## src/rtl/xint_pkg.sv

```systemverilog
package xint_pkg;
  localparam int CFG_IDX_W = 2;

  localparam logic [3:0] TRIG_LOW  = 4'd0;
  localparam logic [3:0] TRIG_HIGH = 4'd1;
  localparam logic [3:0] TRIG_FALL = 4'd2;
  localparam logic [3:0] TRIG_RISE = 4'd4;
  localparam logic [3:0] TRIG_BOTH = 4'd6;

  typedef enum logic [1:0] {RD_NONE, RD_CFG, RD_MASK, RD_PEND} rdSrc_e;

  typedef struct packed {
    logic                 cfgWe;
    logic [CFG_IDX_W-1:0] cfgIdx;
    logic                 maskWe;
    logic                 pendClr;
    rdSrc_e               rdSrc;
  } busStrobe_t;
endpackage

```

## src/rtl/xint_decode.sv

```systemverilog
module xint_decode
  import xint_pkg::*;
#(
  parameter int ADDR_W = 8,
  parameter int NUM_CFG_REGS = 3,
  parameter logic [ADDR_W-1:0] CFG_BASE = 8'h88,
  parameter logic [ADDR_W-1:0] MASK_ADDR = 8'hA4,
  parameter logic [ADDR_W-1:0] PEND_ADDR = 8'hA8
) (
  input  logic              wrEn,
  input  logic [ADDR_W-1:0] addr,
  output busStrobe_t        strobe
);
  localparam logic [ADDR_W-1:0] CFG_END = ADDR_W'(CFG_BASE + 4 * NUM_CFG_REGS);

  logic cfgHit;
  logic [ADDR_W-1:0] cfgOffs;

  always_comb begin
    cfgOffs = addr - CFG_BASE;
    cfgHit  = (addr >= CFG_BASE) && (addr < CFG_END) && (addr[1:0] == 2'b00);

    strobe.cfgIdx  = cfgOffs[CFG_IDX_W+1:2];
    strobe.cfgWe   = wrEn && cfgHit;
    strobe.maskWe  = wrEn && (addr == MASK_ADDR);
    strobe.pendClr = wrEn && (addr == PEND_ADDR);

    if (cfgHit)                 strobe.rdSrc = RD_CFG;
    else if (addr == MASK_ADDR) strobe.rdSrc = RD_MASK;
    else if (addr == PEND_ADDR) strobe.rdSrc = RD_PEND;
    else                        strobe.rdSrc = RD_NONE;
  end
endmodule

```

## src/rtl/xint_line.sv

```systemverilog
module xint_line
  import xint_pkg::*;
(
  input  logic       clk,
  input  logic       rst,
  input  logic       lineIn,
  input  logic [3:0] trigCode,
  output logic       syncOut,
  output logic       setOut
);
  logic [2:0] shReg;
  logic curLvl, prevLvl;

  always_ff @(posedge clk) begin
    if (rst) shReg <= '0;
    else     shReg <= {shReg[1:0], lineIn};
  end

  assign curLvl  = shReg[1];
  assign prevLvl = shReg[2];
  assign syncOut = curLvl;

  always_comb begin
    case (trigCode)
      TRIG_LOW:  setOut = ~curLvl;
      TRIG_HIGH: setOut = curLvl;
      TRIG_FALL: setOut = prevLvl & ~curLvl;
      TRIG_RISE: setOut = curLvl & ~prevLvl;
      TRIG_BOTH: setOut = curLvl ^ prevLvl;
      default:   setOut = 1'b0;
    endcase
  end
endmodule

```

## src/rtl/xint_core.sv

```systemverilog
module xint_core
  import xint_pkg::*;
#(
  parameter int NUM_LINES = 24,
  parameter int DATA_W = 32,
  parameter int FIELD_W = 4,
  parameter int LINES_PER_REG = 8,
  parameter int NUM_DIRECT = 4,
  parameter int SHARED_SPLIT = 8,
  parameter bit DIRECT_BYPASS = 1'b0,
  localparam int NUM_CFG_REGS = (NUM_LINES + LINES_PER_REG - 1) / LINES_PER_REG,
  localparam int NUM_PARENTS = NUM_DIRECT + 2
) (
  input  logic                   clk,
  input  logic                   rst,
  input  busStrobe_t             strobe,
  input  logic                   rdEn,
  input  logic [DATA_W-1:0]      wrData,
  output logic [DATA_W-1:0]      rdData,
  input  logic [NUM_LINES-1:0]   lineIn,
  output logic [NUM_PARENTS-1:0] parentIrq
);
  logic [DATA_W-1:0]    cfgReg [NUM_CFG_REGS];
  logic [NUM_LINES-1:0] maskReg, pendReg, setVec, syncVec, activeVec, clrVec;
  logic [DATA_W-1:0]    rdCfg;

  for (genvar n = 0; n < NUM_LINES; n++) begin : g_line
    localparam int R = n / LINES_PER_REG;
    localparam int S = (n % LINES_PER_REG) * FIELD_W;
    xint_line u_line (
      .clk      (clk),
      .rst      (rst),
      .lineIn   (lineIn[n]),
      .trigCode (cfgReg[R][S +: FIELD_W]),
      .syncOut  (syncVec[n]),
      .setOut   (setVec[n])
    );
  end

  always_ff @(posedge clk) begin
    for (int r = 0; r < NUM_CFG_REGS; r++) begin
      if (rst) cfgReg[r] <= '0;
      else if (strobe.cfgWe && strobe.cfgIdx == CFG_IDX_W'(r)) cfgReg[r] <= wrData;
    end
  end

  always_ff @(posedge clk) begin
    if (rst)                maskReg <= '1;
    else if (strobe.maskWe) maskReg <= wrData[NUM_LINES-1:0];
  end

  assign clrVec = strobe.pendClr ? wrData[NUM_LINES-1:0] : '0;

  always_ff @(posedge clk) begin
    if (rst) pendReg <= '0;
    else     pendReg <= (pendReg & ~clrVec) | setVec;
  end

  assign activeVec = pendReg & ~maskReg;

  for (genvar i = 0; i < NUM_DIRECT; i++) begin : g_direct
    if (DIRECT_BYPASS) begin : g_byp
      assign parentIrq[i] = syncVec[i];
    end else begin : g_reg
      assign parentIrq[i] = activeVec[i];
    end
  end
  assign parentIrq[NUM_DIRECT]   = |activeVec[SHARED_SPLIT-1:NUM_DIRECT];
  assign parentIrq[NUM_DIRECT+1] = |activeVec[NUM_LINES-1:SHARED_SPLIT];

  always_comb begin
    rdCfg = '0;
    for (int r = 0; r < NUM_CFG_REGS; r++)
      if (strobe.cfgIdx == CFG_IDX_W'(r)) rdCfg = cfgReg[r];
  end

  always_ff @(posedge clk) begin
    if (rst) rdData <= '0;
    else if (rdEn) begin
      case (strobe.rdSrc)
        RD_CFG:  rdData <= rdCfg;
        RD_MASK: rdData <= DATA_W'(maskReg);
        RD_PEND: rdData <= DATA_W'(pendReg);
        default: rdData <= '0;
      endcase
    end
  end

  AST_RESET_STATE: assert property (@(posedge clk)
    rst |=> ((&maskReg) && (pendReg == '0)));

  AST_PEND_STICKY: assert property (@(posedge clk) disable iff (rst)
    !strobe.pendClr |=> (($past(pendReg) & ~pendReg) == '0));

  AST_PEND_CLEAR: assert property (@(posedge clk) disable iff (rst)
    strobe.pendClr |=> ((pendReg & $past(wrData[NUM_LINES-1:0] & ~setVec)) == '0));

  AST_SHARED_QUIET: assert property (@(posedge clk) disable iff (rst)
    (&maskReg[NUM_LINES-1:SHARED_SPLIT]) |-> !parentIrq[NUM_DIRECT+1]);
endmodule

```

## src/rtl/xint_ctrl.sv

```systemverilog
module xint_ctrl
  import xint_pkg::*;
#(
  parameter int NUM_LINES = 24,
  parameter int ADDR_W = 8,
  parameter int DATA_W = 32,
  parameter int NUM_DIRECT = 4,
  parameter int SHARED_SPLIT = 8,
  parameter bit DIRECT_BYPASS = 1'b0
) (
  input  logic                  clk,
  input  logic                  rst,
  input  logic                  busWrEn,
  input  logic                  busRdEn,
  input  logic [ADDR_W-1:0]     busAddr,
  input  logic [DATA_W-1:0]     busWrData,
  output logic [DATA_W-1:0]     busRdData,
  input  logic [NUM_LINES-1:0]  extLines,
  output logic [NUM_DIRECT+1:0] parentIrq
);
  localparam int LINES_PER_REG = DATA_W / 4;
  localparam int NUM_CFG_REGS = (NUM_LINES + LINES_PER_REG - 1) / LINES_PER_REG;

  busStrobe_t strobe;

  xint_decode #(
    .ADDR_W       (ADDR_W),
    .NUM_CFG_REGS (NUM_CFG_REGS)
  ) u_decode (
    .wrEn   (busWrEn),
    .addr   (busAddr),
    .strobe (strobe)
  );

  xint_core #(
    .NUM_LINES     (NUM_LINES),
    .DATA_W        (DATA_W),
    .FIELD_W       (4),
    .LINES_PER_REG (LINES_PER_REG),
    .NUM_DIRECT    (NUM_DIRECT),
    .SHARED_SPLIT  (SHARED_SPLIT),
    .DIRECT_BYPASS (DIRECT_BYPASS)
  ) u_core (
    .clk       (clk),
    .rst       (rst),
    .strobe    (strobe),
    .rdEn      (busRdEn),
    .wrData    (busWrData),
    .rdData    (busRdData),
    .lineIn    (extLines),
    .parentIrq (parentIrq)
  );
endmodule

```

## config.mk

```make
export PLATFORM = sky130hd
export DESIGN_NAME = xint_ctrl
export DESIGN_NICKNAME = d
export VERILOG_FILES = /design/src/rtl/xint_pkg.sv /design/src/rtl/xint_decode.sv /design/src/rtl/xint_line.sv /design/src/rtl/xint_core.sv /design/src/rtl/xint_ctrl.sv
export SDC_FILE = /design/constraint.sdc
export NUM_CORES = 1
export LEC_CHECK = 0
export ABC_CLOCK_PERIOD_IN_PS = 4800
export BUFFER_PORTS_ARGS = -buffer_cell sky130_fd_sc_hd__buf_2
export CORE_MARGIN = 1.5
export CORE_UTILIZATION = 54
export DETAILED_ROUTE_END_ITERATION = 16
export PLACE_DENSITY_LB_ADDON = 0.15
export SETUP_SLACK_MARGIN = 0.02
export SLEW_MARGIN = 20
export SYNTH_ARGS = -nofsm -noshare
export SYNTH_HDL_FRONTEND = slang
export SYNTH_SLANG_ARGS = --single-unit
```

## constraint.sdc

```tcl
create_clock -name clk -period 4.8 [get_ports clk]
set_input_delay 0.48 -clock clk [delete_from_list [all_inputs] [get_ports clk]]
set_output_delay 0.48 -clock clk [all_outputs]
set_load 0.03 [all_outputs]
```

# == Word level (Yosys, flattened, before mapping) ==
# Memories as Yosys holds them, arrays and structs flattened.
# Index checks and enable logic that the tools add are counted.
# word_totals
memories,1
mem_bits_rw,96
output_inout_bits,38
inputBits,68
elab_cells,344
register_bits,152
# memory_table
memory,depth,width,rd,rd_clocked_by_memory_dff,write_ports,line_no,text
u_core.cfgReg,3,32,3,0,3,xint_core.sv:23,logic [DATA_W-1:0] cfgReg [NUM_CFG_REGS];
# op_classes
addsub,1
n_eq_ne,103
order_cmp,2
n_mux,46
n_reduce_logical,36
bitwise_logic,128
# op_table
operator,count
"4-bit by 3-bit equality test with 1-bit output, second input constant",48
32-bit 2-to-1 mux,6
1-bit case mux with 5 select lines,24
"4-bit by 1-bit equality test with 1-bit output, second input constant",24
"4-bit by 2-bit equality test with 1-bit output, second input constant",24
4-bit zero test,24
32-bit case mux with 3 select lines,1
1-bit AND,48
24-bit AND,2
1-bit inverter,48
24-bit inverter,2
24-bit 2-to-1 mux,1
24-bit bitwise OR,1
1-bit XOR,24
"8-bit equality test, second input constant",2
16-bit OR reduction,1
1-bit 2-to-1 mux,11
"8-bit greater-or-equal comparator, second input constant",1
1-bit logical AND,8
"8-bit less-than comparator, second input constant",1
"2-bit equality test, second input constant",3
2-bit 2-to-1 mux,3
"2-bit by 1-bit equality test with 1-bit output, second input constant",2
2-bit zero test,2
other kinds (3),5

# == Depth between registers and ports, before layout ==
# Gate-level depths: netlist of the first run.
# logic_depth
ltp_word,9
depth_mapped,8
ltp_nobuf,6

# == Cells and area by module ==
# A second synthesis of the first run with hierarchy kept.
# hier_totals
hier_cells,1101
hier_area_um2,12497.0
# modules_own_cells
mod,seq_area_each_um2,area_per_inst_um2,cells_per_inst,n_inst
xint_core,4484.3,7616.1,629,1
xint_line,60.1,197.7,19,24
xint_decode,0.0,136.4,16,1

# == Worst setup path after synthesis of the first run ==
# No wires, ideal clock.
# synth_path
path_type,input port to flip-flop
startpoint,in busAddr[6]
endpoint,"mem u_core.cfgReg[0][0], enable pin"
arrival_time_ns,4.250
cell_stages,6
slack_ns,0.080
path_buffers,2
cell_sequence,or4b_1 > clkbuf_2 > a211oi_2 > buf_2 > nand2_1 > o31ai_1
# synth_rtl
element,line_no,text
start: declaration,xint_ctrl.sv:15,"input logic [ADDR_W-1:0] busAddr,"
end: declaration,xint_core.sv:23,

==> key figures, run 1 <==
Run status
  – Status: complete, no violations

Min path
  – Hold_sp: extLines[2]
  – Hold Path End: u_core.g_line[2].u_line.shReg[0]
  – Hold Path Class: in -> reg
  – Hold Crit Depth: 2

Logic synthesis
  – Mapped cell area: roughly 12000 um^2
  – Post-Synth Adder-Cell Area: roughly 5.2%
  – FFs w/ async S/R, synth: 0%
  – Mapped Nets: 1227
  – Avg Inst Size Synth: roughly 10 um^2
  – FF+latch count, synth: between 200 and 250
  – Post-synth top area share: between 20% and 30%
  – Synth Area in XOR/XNOR: ~1.9%
  – Post-synthesis simple-gate area fraction: approximately 17%
  – Synth top area cells: dfxtp_1, edfxtp_1, mux2i_1
  – Cell taking the most area after synthesis: dfxtp_1
  – Cells after synthesis: roughly 1100
  – Seq/Total Area, Yosys: between 50 and 60%
  – Largest family of logic cells by synthesized area: simple AND/OR/NAND/NOR gates
  – Synth cell count leaders: dfxtp_1, and2_1, edfxtp_1
  – Synth cell types: 49
  – Most common cell in the netlist: dfxtp_1
  – Ys Warns: 0
  – Synth Area in Compound Gates: between 10 and 15%
  – Ys flop type: dfxtp_1
  – Post-synth EDFFs: 96
  – Post-synthesis mux area share: under 10%

Drt
  – Drt wl/cell: 19.02 um
  – Antenna Nets Post-Route: 0
  – Initial DRC Count: roughly 650
  – DR vias/cell: 5.660
  – DRT Pass-1 Iters: 7
  – Total number of vias: roughly 8500
  – # DRC: 0
  – Routed Wire Length: about 28 mm

Finish
  – Antenna cell count: 0
  – Fillers: roughly 1700
  – Layout cell share with drive strength beyond 1: about 16%
  – Fin nets: roughly 1300
  – Register area: just under 6000 um^2
  – Multi-input logic area: a little over 5000 um^2
  – Synth-to-Final Area Change: 14.60%

STA
  – Clock Skew: 0.01132 ns
  – # setup viols final: 0
  – Final Cycle Share: ~55%
  – Slew Limit Fails: 0
  – Final Hold Viols: 0
  – Max-Slew Margin vs Limit: ~43%
  – Final WS setup: around 2.2 ns
  – Measured slew at the worst slew-check pin: about 0.85 ns
  – RSZ-0062 raised after global routing: false
  – Fmax: between 300 and 400 MHz
  – Final TNS setup: 0 ns
  – Min cycle time layout: 2.621 ns

Critical path
  – Worst setup SP type: input port
  – RR Endpoint: u_core.pendReg[16]
  – CP endpoint kind: flip-flop
  – RR Startpoint: u_core.g_line[16].u_line.shReg[1]
  – Crit path launch: busAddr[6]
  – Crit path max fanout: 18
  – Worst EP required: between 5 and 6 ns
  – Worst EP arrival: 3.02 ns
  – Worst reg2reg path depth: 6
  – R2R Setup Slk: around 3.3 ns
  – CP Class: in -> reg

Floorplanning
  – DIE AREA: around 22000 um^2
  – Row cnt: 53
  – Core area: around 21000 um^2
  – Die height: about 150 um
  – Initial Util: 55.15%
  – Chip Width: roughly 150 um
  – # IOs: roughly 110

Placement
  – I/O Buffers: 105
  – Place WS: 1.544 ns
  – GPL Wtd Cong: 0.8314
  – DP Wirelength: approximately 20 mm

CTS
  – Clk buf depth: 3
  – CTS Hold Bufs: 0
  – Clock slew at reported path FFs: 0.06 ns
  – Root Buffer: clkbuf_16
  – CTS tree: yes
  – Clk sinks: between 200 and 250
  – Post-CTS Resized: 0
  – H-Tree Depth: 1
  – CTS buffer count: 27
  – Clk_lat worst skew: approximately 0.54 ns
  – Setup Fix Bufs, Post-CTS: 0

Pwr
  – P per Cell Area: 350.2 nW/um^2
  – VDD IR-drop max: 0.3271 mV
  – Leak Pwr: ~5.3 nW

GRT
  – Number of antenna violations at the first check in global routing: 0
  – GR Util All Layers: around a quarter
  – Number of global-route vias before repair: between 8000 and 9000
  – Grt total ovfl: 0
  – First-pass GRT wire length: around 44 mm
  – Largest net degree at the start of global routing: 76

Flow run
  – Max-Cap Viols: 0
-- routing by layer --
metal  vias up  share of wire [%]  global-route usage [%]
met3        59                7.4                   4.573
met1      4029                 44                   35.58
met5         -                  0                       0
li1       4062                  -                       -
met4         0                3.3                   9.059
met2       318                 45                   41.18
-- critical path: stages --
cell and delay (ns):
buf_2 0.10, or4b_1 0.71, or4_4 0.60, nor4_4 0.61
buf_4 0.34, and2_1 0.15
-- area by class of cell --
cell class,instances,area share (%)
multi-input combinational,709,38.74
tap,275,2.590
sequential,248,44.60
inverter,91,2.571
clock buffer,41,5.557
clock inverter,7,0.6875
timing repair buffer,125,5.255
-- power by group --
group	internal [mW]	switching, mW
sequential	2.27	0.0676
clock	1.16	0.815
combinational	0.140	0.199
-- logic make-up after synthesis --
group	after synthesis
AO/OA/AOI/OAI	220
XOR/XNOR	25
adder cells (fa/ha/maj)	48
buffers and inverters	154
flip-flops	248
multiplexers	70
AND/OR/NAND/NOR	346
-- worst max-delay path by stage --
stage | slack, ns | cells past startpoint | end
after floorplan | 0.08 | 6 | u_core.cfgReg[0][0]
after global placement | 1.65 | 5 | u_core.cfgReg[1][19]
after detailed placement | 1.54 | 5 | u_core.cfgReg[1][16]
after CTS | 2.08 | 5 | u_core.cfgReg[1][16]
after global routing | 2.04 | 6 | u_core.cfgReg[0][27]
final | 2.18 | 6 | u_core.cfgReg[0][21]
-- layout by cell type, fill, tap and decap left out, drive strengths merged, types with 7 or more instances in the layout --
cell and n:
nand3 15, nand3b 18, mux2 7, o2bb2ai 28
clkbuf 41, o211ai 15, ha 48, nor2b 54
xor2 24, nand2b 37, o22ai 8, inv 90
and3 7, a22o 24, buf 125, nand2 57
a311oi 10, mux2i 63, a21oi 22, a31o 10
edfxtp 96, a32o 7, dfxtp 152, a22oi 25
o32ai 7, o21ai 50, and2 97, nor2 51
-- per-stage QoR --
stage	instance area, um^2	cells	util [%]	hold WS (ns)	power [mW]
after detailed placement	12440	1447	59.16	0.4241	2.716
after global placement	12440	1447	59.16	0.4147	2.708
after floorplan	11590	1111	-	0.4138	2.572
after CTS	13270	1495	63.10	0.1387	4.688
final	13290	1496	63.20	0.1544	4.653
after global routing	13290	1496	63.20	0.1453	4.810
-- registers in the layout, indices dropped and copies added, names as in the netlist --
signal / flops
u_core.cfgReg: 96
u_core.g_line.u_line.shReg: 72
u_core.rdData: 32
u_core.pendReg: 24
u_core.maskReg: 24
Power figures use the tool's default switching activity.
==> inputs of run 2 (changes only) <==
ABC_CLOCK_PERIOD_IN_PS = 2700   (was 4800)
CORE_UTILIZATION = 55   (was 54)
clock period = 2.7 ns   (was 4.8 ns; I/O delays follow)
==> key figures, run 2 (synthesis results as in run 1) <==
Pwr
  – Total power: 8.618 mW (was 4.653 mW)
  – Net Sw Frac: 23.20% (was 23.25%)
  – Combinational fraction of design power: 7.5% (was 7.3%)
  – Internal: 6.618 mW (was 3.571 mW)
  – Clock share of power: 44.4% (was 42.5%)
  – VDD IR-drop max: 0.4681 mV (was 0.3271 mV)
  – Leak Pwr: 5.510 nW (was 5.296 nW)
  – Flop pwr share: 48.1% (was 50.2%)
  – P per Cell Area: 628.4 nW/um^2 (was 350.2 nW/um^2)
  – NetSw: 2.000 mW (was 1.082 mW)

Placement
  – Placed cell area: 12550 um^2 (was 12440 um^2)
  – DP Wirelength: 19.06 mm (was 19.46 mm)
  – I/O Buffers: 105 (unchanged)
  – Dpl cells: 1453 (was 1447)
  – Place WS: 0.1822 ns (was 1.544 ns)
  – GPL Wtd Cong: 0.8049 (was 0.8314)

Run status
  – Status: complete, no violations (unchanged)

Finish
  – Fin nets: 1352 (was 1318)
  – Antenna cell count: 0 (unchanged)
  – Largest regs: u_core.cfgReg (96), u_core.g_line.u_line.shReg (72), u_core.rdData (32) (unchanged)
  – Most common cell after layout, fill and taps aside: dfxtp_1 (unchanged)
  – Highest-count cells in the layout ignoring fill and taps: dfxtp_1, buf_2, and2_1, edfxtp_1, inv_1 (unchanged)
  – Biggest register: u_core.cfgReg (unchanged)
  – Synth-to-Final Area Change: 18.31% (was 14.60%)
  – Finished Layout Cells: 1526 (was 1496)
  – Layout Utilization: 67.13% (was 63.20%)
  – Max reg flops: 96 (unchanged)
  – Cell area after layout: 13710 um^2 (was 13290 um^2)
  – Layout cell share with drive strength beyond 1: 16.80% (was 15.72%)

CTS
  – H-Tree Depth: 1 (unchanged)
  – CTS buffer count: 27 (unchanged)
  – Clock slew at reported path FFs: 0.06 ns (about the same)
  – Clk_lat worst skew: 0.53 ns (was 0.54 ns)
  – Clk sinks: 248 (unchanged)
  – CTS tree: yes (unchanged)
  – Clk buf depth: 3 (unchanged)
  – Root Buffer: clkbuf_16 (unchanged)
  – CTS Hold Bufs: 24 (was 0)
  – Setup Fix Bufs, Post-CTS: 0 (unchanged)
  – Post-CTS Resized: 0 (unchanged)

Floorplanning
  – DIE AREA: 21960 um^2 (was 22350 um^2)
  – Core area: 20430 um^2 (was 21020 um^2)
  – Chip Width: 148.2 um (was 149.5 um)
  – Row cnt: 52 (was 53)
  – # IOs: 106 (unchanged)
  – Die height: 148.2 um (was 149.5 um)
  – Initial Util: 56.74% (was 55.15%)

STA
  – Final Hold Viols: 0 (unchanged)
  – # setup viols final: 0 (unchanged)
  – Min cycle time layout: around 2.1 ns
  – Max-Slew Margin vs Limit: 55.06% (was 42.81%)
  – Final WS setup: 0.5818 ns (was 2.179 ns)
  – Final Cycle Share: roughly 80%
  – Measured slew at the worst slew-check pin: 0.6650 ns (was 0.8526 ns)
  – Fmax: approximately 470 MHz
  – RSZ-0062 raised after global routing: false (unchanged)
  – Clock Skew: 0.008074 ns (was 0.01132 ns)
  – Slew Limit Fails: 0 (unchanged)

GRT
  – Number of antenna violations at the first check in global routing: 0 (unchanged)
  – Grt total ovfl: 0 (unchanged)
  – Number of global-route vias before repair: 8398 (was 8064)
  – First-pass GRT wire length: 45.11 mm (was 44.44 mm)
  – GR Util All Layers: 26.28% (was 25.91%)
  – M2 GR Usage: 43.43% (was 41.18%)
  – Met3 Usage GRT: 4.755% (was 4.573%)
  – Largest net degree at the start of global routing: 116 (was 76)
  – Global routing's busiest layer: met2 (unchanged)
  – Met1 Resource Use GR: 35.88% (was 35.58%)

Drt
  – Routed Wire Length: 28.64 mm (was 28.46 mm)
  – Total number of vias: 8654 (was 8468)
  – Antenna Nets Post-Route: 0 (unchanged)
  – Drt wl/cell: 18.77 um (was 19.02 um)
  – # DRC: 0 (unchanged)
  – DR vias/cell: 5.671 (was 5.660)
  – Initial DRC Count: 630 (was 645)
  – DRT Pass-1 Iters: 5 (was 7)

Min path
  – Hold_sp: busWrData[0] (was extLines[2])
  – Hold Path Class: in -> reg (unchanged)

Critical path
  – Worst EP required: 2.43 ns (was 5.20 ns)
  – Crit path launch: u_core.pendReg[22] (was busAddr[6])
  – Worst EP arrival: 1.85 ns (was 3.02 ns)
  – CP Class: reg -> out (was in -> reg)
  – CP endpoint kind: output port (was flip-flop)
  – Worst setup SP type: flip-flop (was input port)
  – Crit path max fanout: 2 (was 18)
  – RR Startpoint: u_core.g_line[15].u_line.shReg[1] (was u_core.g_line[16].u_line.shReg[1])

Flow run
  – Max-Cap Viols: 0 (unchanged)
==> run 2: final cells by class <==
type | count | area [um^2]
clock buffers | 29 | 683.2
clock inverters | 20 | 236.5
inverters | 91 | 341.6
repair buffers | 159 | 1044
multi-input cells | 709 | 5146
flip-flops and latches | 248 | 5926
fillers | 1634 | 6715
well taps | 270 | 337.8
==> run 2: power by group through the flow <==
stage          Clock [mW]  Sequential (mW)  Combinational [mW]
2_1_floorplan           0             4.19               0.385
3_3_place_gp            0             4.22               0.601
3_5_place_dp            0             4.23               0.610
4_1_cts              3.86             4.15               0.640
5_1_grt              4.02             4.17               0.701
6_report             3.83             4.15               0.643
==> run 2: stage by stage <==
stage / TNS [ns] / hold slack, ns
finish: 0 / 0.01855
global route: 0 / 0.03158
CTS: 0 / 0.01678
detailed placement: 0 / 0.4218
global placement: 0 / 0.4159
floorplan: -8.253 / 0.3982
==> run 2: worst paths after layout <==
check	to	slack [ns]	cells past startpoint
hold reg to reg	u_core.g_line[7].u_line.shReg[1]	0.43	1
setup reg to reg	u_core.pendReg[15]	1.15	6
hold / removal	u_core.maskReg[0]	0.02	3
setup / recovery	parentIrq[5]	0.58	5
==> run 2: layer usage <==
metal	part of all wire, %	vias up
met4	2.2	0
met5	0	-
li1	-	4131
met1	44	4139
met3	7.7	61
met2	46	323
==> run 2: critical path, cell delays in order (launching register included) <==
cell and delay [ns]:
dfxtp_1 0.32, inv_1 0.10, o22ai_1 0.11, a221oi_1 0.35
nand4_1 0.21, buf_2 0.23
==> inputs of run 3 (changes only) <==
ABC_CLOCK_PERIOD_IN_PS = 1700   (was 2700)
CORE_UTILIZATION = 54   (was 55)
clock period = 1.7 ns   (was 2.7 ns; I/O delays follow)
==> key figures, run 3 (synthesis results as in run 1) <==
Run status
  – Status: finished, violations left (was complete, no violations)
  – Failing checks: negative setup slack

Finish
  – Layout cell share with drive strength beyond 1: 25.15% (was 16.80%)
  – Register area: 5936 um^2 (was 5926 um^2)
  – Finished Layout Cells: 1599 (was 1526)
  – Cell area after layout: 14940 um^2 (was 13710 um^2)
  – Max reg flops: 96 (unchanged)
  – Multi-input logic area: 5359 um^2 (was 5146 um^2)
  – Fillers: 1549 (was 1634)
  – Biggest register: u_core.cfgReg (unchanged)
  – Highest-count cells in the layout ignoring fill and taps: dfxtp_1, buf_2, edfxtp_1, inv_1, mux2i_1 (was dfxtp_1, buf_2, and2_1, edfxtp_1, inv_1)
  – Antenna cell count: 0 (unchanged)
  – Fin nets: 1420 (was 1352)
  – Most common cell after layout, fill and taps aside: dfxtp_1 (unchanged)
  – Largest regs: u_core.cfgReg (96), u_core.g_line.u_line.shReg (72), u_core.rdData (32) (unchanged)
  – Synth-to-Final Area Change: 28.88% (was 18.31%)

GRT
  – Largest net degree at the start of global routing: 116 (unchanged)
  – Met3 Usage GRT: 3.902% (was 4.755%)
  – Number of global-route vias before repair: 8754 (was 8398)
  – Global routing's busiest layer: met2 (unchanged)
  – M2 GR Usage: 44.86% (was 43.43%)
  – Number of antenna violations at the first check in global routing: 0 (unchanged)
  – First-pass GRT wire length: 47.88 mm (was 45.11 mm)
  – Met1 Resource Use GR: 38.74% (was 35.88%)
  – GR Util All Layers: 27.94% (was 26.28%)
  – Grt total ovfl: 0 (unchanged)

Drt
  – Antenna Nets Post-Route: 0 (unchanged)
  – # DRC: 0 (unchanged)
  – Drt wl/cell: 19.86 um (was 18.77 um)
  – DR vias/cell: 5.665 (was 5.671)
  – Routed Wire Length: 31.76 mm (was 28.64 mm)
  – Total number of vias: 9058 (was 8654)
  – DRT Pass-1 Iters: 5 (unchanged)
  – Initial DRC Count: 621 (was 630)

Critical path
  – Worst EP required: 1.53 ns (was 2.43 ns)
  – Buf/Inv on CP: 2 (unchanged)
  – CP Class: reg -> out (unchanged)
  – CP endpoint kind: output port (unchanged)
  – Worst path cell trace: inv_2 -> o22ai_2 -> a221oi_2 -> nand4_1 -> buf_6 (was inv_1 -> o22ai_1 -> a221oi_1 -> nand4_1 -> buf_2)
  – Critical path's largest stage delay: 0.34 ns (was 0.35 ns)
  – CP top delay family: flip-flops (was compound AO/OA/AOI/OAI gates)
  – Crit path launch: u_core.pendReg[8] (was u_core.pendReg[22])
  – Slowest CP cell: dfxtp_2 (was a221oi_1)
  – Crit path max fanout: 2 (unchanged)
  – Worst EP arrival: 1.63 ns (was 1.85 ns)
  – Worst setup SP type: flip-flop (unchanged)
  – RR Startpoint: u_core.g_line[15].u_line.shReg[1] (unchanged)

CTS
  – Root Buffer: clkbuf_16 (unchanged)
  – Clk_lat worst skew: 0.54 ns (was 0.53 ns)
  – Clk sinks: 248 (unchanged)
  – H-Tree Depth: 1 (unchanged)
  – Clk buf depth: 3 (unchanged)
  – Clock slew at reported path FFs: 0.06 ns (about the same)
  – CTS buffer count: 27 (unchanged)
  – CTS tree: yes (unchanged)

STA
  – Final TNS setup: -1.210 ns (was 0 ns)
  – WHS: 0.02050 ns (was 0.01855 ns)
  – Max-Slew Margin vs Limit: 62.82% (was 55.06%)
  – RSZ-0062 raised after global routing: true (was false)
  – Clock Skew: 0.01263 ns (was 0.008074 ns)
  – Slew Limit Fails: 0 (unchanged)
  – Min cycle time layout: ~1.8 ns
  – Measured slew at the worst slew-check pin: 0.5578 ns (was 0.6650 ns)
  – Fmax: 555.9 MHz
  – Final Hold Viols: 0 (unchanged)
  – Final WS setup: -0.09884 ns (was 0.5818 ns)
  – # setup viols final: 47 (was 0)
  – Final Cycle Share: 105.8%

Floorplanning
  – Core area: 21020 um^2 (was 20430 um^2)
  – # IOs: 106 (unchanged)
  – DIE AREA: 22350 um^2 (was 21960 um^2)
  – Die height: 149.5 um (was 148.2 um)
  – Chip Width: 149.5 um (was 148.2 um)
  – Initial Util: 55.15% (was 56.74%)
  – Row cnt: 53 (was 52)

Pwr
  – P per Cell Area: 948.0 nW/um^2 (was 628.4 nW/um^2)
  – Leak Pwr: 6.056 nW (was 5.510 nW)
  – Combinational fraction of design power: 8.2% (was 7.5%)
  – Internal: 10.88 mW (was 6.618 mW)
  – NetSw: 3.279 mW (was 2.000 mW)
  – VDD IR-drop max: 0.6705 mV (was 0.4681 mV)
  – Flop pwr share: 46.7% (was 48.1%)
  – Net Sw Frac: 23.15% (was 23.20%)
  – Clock share of power: 45.1% (was 44.4%)

Placement
  – Placed cell area: 12890 um^2 (was 12550 um^2)
  – Dpl cells: 1479 (was 1453)
  – DP Wirelength: 20.19 mm (was 19.06 mm)
  – I/O Buffers: 105 (unchanged)
  – GPL Wtd Cong: 0.8321 (was 0.8049)

Min path
  – Hold_sp: busWrData[31] (was busWrData[0])
  – Hold Path Class: in -> reg (unchanged)

Flow run
  – Max-Cap Viols: 0 (unchanged)
[run 3: final timing paths]
kind	to	slack [ns]	cells past startpoint
setup / recovery	parentIrq[5]	-0.1	5
hold / removal	u_core.cfgReg[2][31]	0.02	2
setup reg to reg	u_core.pendReg[15]	0.19	6
hold reg to reg	u_core.g_line[17].u_line.shReg[1]	0.43	1
[run 3: layout make-up]
type,count,share of cell area (%)
Sequential cell,248,39.73
Tap cell,275,2.303
Inverter,91,2.286
Clock inverter,15,1.415
Clock buffer,34,5.100
Timing Repair Buffer,227,13.30
Multi-Input combinational cell,709,35.87
[run 3: timing repair]
action | in CTS | in global routing
buffers inserted | 6 | 1
pin swaps | 3 | 32
setup endpoints to repair | 144 | 173
gates resized for setup | 35 | 78
hold buffers | 55 | 0
endpoints found under the hold margin | 90 | 0
cloned | 4 | 5
[run 3: routing by layer]
layer	part of all wire [%]	vias up	wire (um)
met5	0	-	0
met4	3.0	0	958
met3	7.4	56	2365
met2	46	358	14460
met1	44	4371	13980
li1	-	4273	-
[run 3: through the flow]
stage	util (%)	total power, mW	worst slack (ns)
after floorplan	-	7.264	-1.062
after global placement	61.30	7.733	-0.5645
after detailed placement	61.30	7.752	-0.6031
after CTS	69.40	14.18	-0.07904
after global routing	71.07	14.56	-0.1592
final	71.07	14.16	-0.09884
[run 3: power by group through the flow]
stage          Combinational, mW  Sequential [mW]  Clock, mW
6_report                    1.17             6.61       6.38
5_1_grt                     1.26             6.63       6.67
4_1_cts                     1.15             6.60       6.43
3_5_place_dp                1.03             6.72          0
3_3_place_gp                1.01             6.72          0
2_1_floorplan              0.612             6.65          0
